==> src/rtl/xpt_pkg.sv <==
package xpt_pkg;
  localparam int XP_OUTS   = 4;
  localparam int XP_INS    = 8;
  localparam int XP_ADDR_W = $clog2(XP_OUTS);
  localparam int XP_SRC_W  = $clog2(XP_INS);
  localparam int XP_CODE_W = XP_SRC_W + 1;

  typedef struct packed {
    logic                off;
    logic [XP_SRC_W-1:0] src;
  } xp_code_t;

  localparam xp_code_t XP_CODE_IDLE = '{off: 1'b1, src: '0};
endpackage

==> src/rtl/xpt_sync.sv <==
module xpt_sync #(
  parameter int             W       = 1,
  parameter int             STAGES  = 2,
  parameter logic [W-1:0]   RST_VAL = '0
) (
  input  logic         clk,
  input  logic         rst_n,
  input  logic [W-1:0] d,
  output logic [W-1:0] q
);
  logic [W-1:0] chain [STAGES];

  always_ff @(posedge clk or negedge rst_n) begin
    if (!rst_n) begin
      for (int s = 0; s < STAGES; s++) chain[s] <= RST_VAL;
    end else begin
      chain[0] <= d;
      for (int s = 1; s < STAGES; s++) chain[s] <= chain[s-1];
    end
  end

  assign q = chain[STAGES-1];
endmodule

==> src/rtl/xpt_level_reg.sv <==
module xpt_level_reg #(
  parameter int           W       = 4,
  parameter logic [W-1:0] RST_VAL = '0
) (
  input  logic         clk,
  input  logic         rst_n,
  input  logic         open,
  input  logic [W-1:0] d,
  output logic [W-1:0] q
);
  logic [W-1:0] q_r;
  logic [W-1:0] q_nxt;

  always_comb begin
    q_nxt = q_r;
    if (open) q_nxt = d;
  end

  always_ff @(posedge clk or negedge rst_n) begin
    if (!rst_n) q_r <= RST_VAL;
    else        q_r <= q_nxt;
  end

  assign q = q_r;
endmodule

==> src/rtl/xpt_ctrl_bank.sv <==
module xpt_ctrl_bank
  import xpt_pkg::*;
#(
  parameter int SYNC_STAGES = 2
) (
  input  logic                         clk,
  input  logic                         rst_n,
  input  logic                         bus_en_n,
  input  logic                         wr_n,
  input  logic                         commit_n,
  input  logic [XP_ADDR_W-1:0]         addr,
  input  logic [XP_CODE_W-1:0]         data,
  input  logic                         shutdown,
  output logic [XP_OUTS*XP_SRC_W-1:0]  route_sel,
  output logic [XP_OUTS-1:0]           route_en
);
  localparam logic [XP_CODE_W-1:0] IDLE_VEC = XP_CODE_IDLE;
  localparam int OFF_BIT = XP_CODE_W - 1;

  // reset release synchronizer
  logic [1:0] rst_pipe;
  logic       rst_i;

  always_ff @(posedge clk or negedge rst_n) begin
    if (!rst_n) rst_pipe <= 2'b00;
    else        rst_pipe <= {rst_pipe[0], 1'b1};
  end
  assign rst_i = rst_pipe[1];

  // control synchronizer: {bus enable, write, commit}
  logic [2:0] ctl_s;
  logic       wr_open;
  logic       commit_open;

  xpt_sync #(.W(3), .STAGES(SYNC_STAGES), .RST_VAL(3'b111)) u_ctl_sync (
    .clk   (clk),
    .rst_n (rst_i),
    .d     ({bus_en_n, wr_n, commit_n}),
    .q     (ctl_s)
  );

  assign wr_open     = ~ctl_s[2] & ~ctl_s[1];
  assign commit_open = ~ctl_s[0];

  // destination decode
  logic [XP_OUTS-1:0] stage_open;

  always_comb begin
    stage_open = '0;
    if (wr_open) stage_open[addr] = 1'b1;
  end

  logic [XP_CODE_W-1:0] stg_q [XP_OUTS];
  logic [XP_CODE_W-1:0] act_q [XP_OUTS];

  for (genvar g = 0; g < XP_OUTS; g++) begin : g_dest
    xpt_level_reg #(.W(XP_CODE_W), .RST_VAL(IDLE_VEC)) u_stage (
      .clk   (clk),
      .rst_n (rst_i),
      .open  (stage_open[g]),
      .d     (data),
      .q     (stg_q[g])
    );

    xpt_level_reg #(.W(XP_CODE_W), .RST_VAL(IDLE_VEC)) u_active (
      .clk   (clk),
      .rst_n (rst_i),
      .open  (commit_open),
      .d     (stg_q[g]),
      .q     (act_q[g])
    );

    assign route_sel[g*XP_SRC_W +: XP_SRC_W] = act_q[g][XP_SRC_W-1:0];
    assign route_en[g] = ~act_q[g][OFF_BIT] & ~shutdown;

    // staging holds while the bus enable or the write strobe is high
    p_stage_hold_r2: assert property (@(posedge clk) disable iff (!rst_i)
      (ctl_s[2] | ctl_s[1]) |=> $stable(stg_q[g]));

    // active stage holds while commit is high
    p_active_hold_r3: assert property (@(posedge clk) disable iff (!rst_i)
      ctl_s[0] |=> $stable(act_q[g]));

    // active stage follows staging while commit is open
    p_active_follow_r4: assert property (@(posedge clk) disable iff (!rst_i)
      commit_open |=> (act_q[g] == $past(stg_q[g])));

    // an off code never drives an enable
    p_off_code_r6: assert property (@(posedge clk) disable iff (!rst_i)
      act_q[g][OFF_BIT] |-> !route_en[g]);
  end

  // shutdown clears every enable
  p_shutdown_r8: assert property (@(posedge clk) disable iff (!rst_i)
    shutdown |-> (route_en == '0));
endmodule

==> config.mk <==
export PLATFORM = sky130hd
export DESIGN_NAME = xpt_ctrl_bank
export DESIGN_NICKNAME = d
export VERILOG_FILES = /design/src/rtl/xpt_pkg.sv /design/src/rtl/xpt_sync.sv /design/src/rtl/xpt_level_reg.sv /design/src/rtl/xpt_ctrl_bank.sv
export SDC_FILE = /design/constraint.sdc
export NUM_CORES = 1
export LEC_CHECK = 0
export ABC_CLOCK_PERIOD_IN_PS = 1150
export BUFFER_PORTS_ARGS = -buffer_cell sky130_fd_sc_hd__buf_4
export CORE_MARGIN = 2
export CORE_UTILIZATION = 48
export DETAILED_ROUTE_END_ITERATION = 8
export PLACE_DENSITY = 0.74
export SYNTH_ARGS = -nofsm -noshare
export SYNTH_HDL_FRONTEND = slang
export SYNTH_HIERARCHICAL = 1
export SYNTH_SLANG_ARGS = --single-unit
==> constraint.sdc <==
create_clock -name clk -period 1.15 [get_ports clk]
set_input_delay 0.23 -clock clk [delete_from_list [all_inputs] [get_ports clk]]
set_output_delay 0.23 -clock clk [all_outputs]
set_load 0.02 [all_outputs]
==> impl_metrics.tcl <==
set metrics [dict create \
    met1_usage 0.207 \
    ys_types 10 \
    crit_path_end_kind "flip-flop" \
    finalMaxSlewViolations 0 \
    drt_wl_total_mm 2.45 \
    fin_util 0.692 \
    drc 0 \
    whs_ns 0.145 \
    cts-root-buf "clkbuf_4" \
    crit-reg2reg-capture "g_dest[2].u_stage/q[2]" \
    cts_sinks 40 \
    vias 841 \
    grtUsageMet3 0.0459 \
    mostFrequentLayoutCells "dfrtp_1, buf_4, mux2_2, dfstp_2, buf_6" \
    vdd_ir_drop_max_mv 0.987 \
    fin_tns_setup_ns -3.34 \
    cts_htree_levels 2 \
    yosys.area.top_type "dfrtp_1" \
    slowest_delay_ns 0.40 \
    fin_nets 142 \
    fin_crit_ns 1.35 \
    ys_seq_area_frac 0.698 \
    top_usage_layer "met2" \
    antenna_found_initial 0 \
    detail-route-antenna-nets 0 \
    crit_start "u_ctl_sync/q[2]" \
    worstPathRequired_ns 1.37 \
    grt_pass1_vias 879 \
    arrival_ns 1.57 \
    grt_start_max_net_pins 18 \
    p_leak_nw 0.923 \
    power_density_nw_per_um2 1820 \
    firstDrtPassIters 3 \
    yosysWarnings 6 \
    wire_per_inst_um 14.9 \
    grt_overflow 0 \
    r2r_cells 4 \
    dieArea_um2 3500 \
    hold_start "data[1]" \
    cap_violations 0 \
    cts_tree "done" \
    final_common_cell "dfrtp_1" \
    dp_slack_ns -0.230 \
    yosys_register_bits 40 \
    reg2reg_slack_ns -0.20 \
    start_util 0.490 \
    skew_ns 0.00959 \
    dpl.hpwl_mm 1.71 \
    holdPathEnd "g_dest[0].u_stage/q[1]" \
    grt.total_usage 0.163 \
    period_share 1.17 \
    io_pins 28 \
    syn_nets 97 \
    antenna_cells 0 \
    p_total_mw 3.75 \
    clock_path_buffers 2 \
    die_h_um 59.2 \
    hold_path.class "input pin to flip-flop" \
    cp_max_fo 3 \
    cp_slowest_cell "dfstp_2" \
    fin_area_um2 2060 \
    synth_top_cells_by_area "dfrtp_1, dfstp_2, mux2_2" \
    holdPathStages 2 \
    grtUsageMet2 0.254 \
    grt_pass1_wl_mm 4.04 \
    cts_made_buffers 5 \
    fmax_mhz 740 \
    synth.top_cell.area_share 0.446 \
    area_delta_synth_final_pct 41.0 \
    drt-initial-drc-count 11 \
    worstReg2RegStart "u_ctl_sync/q[2]" \
    failed_checks "setup timing" \
    synthCells 85 \
    place.gp.congestion 0.704 \
    layout-drive-gt1-share 0.748 \
    path_clk_slew_ns 0.11 \
    status "complete, but fails checks" \
    finalWorstSetupSlack_ns -0.201 \
    syn_area_um2 1460 \
    row_count 20 \
    stdcell_count 164 \
    rsz0062_at_grt "yes" \
    fp.dieW_um 59.2 \
    hold_violations 0 \
    worstPathCellList "buf_12 -> nor4b_4 -> buf_4 -> mux2_4" \
    via_per_inst 5.13 \
    io_buffer_count 27 \
    crit_type "flip-flop to flip-flop" \
    core_area_um2 2980 \
    post_dp_cell_area_um2 1810 \
    critPathLaunchType "flip-flop" \
    clock_latency_ns 0.34 \
    setup_viol 32 \
    syn_area_per_cell_um2 17.2 \
    numPlacedInstances 147 \
]
## how the worst max path moves through the flow
stage | end | slack, ns | cells past startpoint
finish | g_dest[2].u_stage/q[2] | -0.20 | 4
global route | g_dest[2].u_stage/q[2] | -0.28 | 4
CTS | g_dest[3].u_stage/q[0] | -0.18 | 2
detailed placement | g_dest[2].u_stage/q[0] | -0.23 | 2
global placement | g_dest[2].u_stage/q[2] | -0.21 | 2
floorplan | g_dest[1].u_stage/q[0] | -0.15 | 3
## area by class of cell
class	count	area, um2
fill	210	918
inverter	1	7.51
multi-input combinational	41	510
sequential	40	1020
timing repair buffer	41	404
clock inverter	2	35.0
tap	33	41.3
clock buffer	6	41.3
## metal layers
| metal | vias up | part of all wire |
|---|---|---|
| li1 | 385 | - |
| met1 | 432 | 0.43 |
| met2 | 19 | 0.52 |
| met3 | 5 | 0.037 |
| met4 | 0 | 0.017 |
| met5 | - | 0 |
## logic make-up (layout without fill, tap and decap cells)
| group | count (synthesis) | after routing | synth area share |
|---|---|---|---|
| buffers and inverters | 4 | 50 | 0.0180 |
| DFF | 40 | 40 | 0.698 |
| muxes | 32 | 32 | 0.247 |
| other | 1 | 1 | 0.00257 |
| and+or+nand+nor | 8 | 8 | 0.0351 |
## where the power goes
part	internal, mW	switching (mW)
sequential	1.75	0.185
clock	0.456	0.425
combinational	0.567	0.362
## synth_stat cells, drive strengths merged
library cell	number
inv	1
and4bb	1
conb	1
mux2	32
dfrtp	26
nor4	1
dfstp	14
nor4b	2
nor2	4
buf	3
## timing repair
action,in CTS,in global routing
gates resized for setup,8,14
pin swaps,3,1
hold buffers,4,0
setup buffers,5,0
hold endpoints to repair,5,0
endpoints found under the setup margin,33,46
## critical path: cells and delay by family, from the launching register on
kind	cells	cell delay, ns
multiplexers	1	0.30
buffers and inverters	2	0.31
flip-flops	1	0.40
AND/OR/NAND/NOR	1	0.23
## registers in the layout (all words and copies together), names as in the netlist
register,flops
u_ctl_sync/q,3
g_dest.u_stage/q,16
u_ctl_sync/chain,3
g_dest.u_active/q,16
rst_pipe,2
Power figures use the tool's default switching activity.
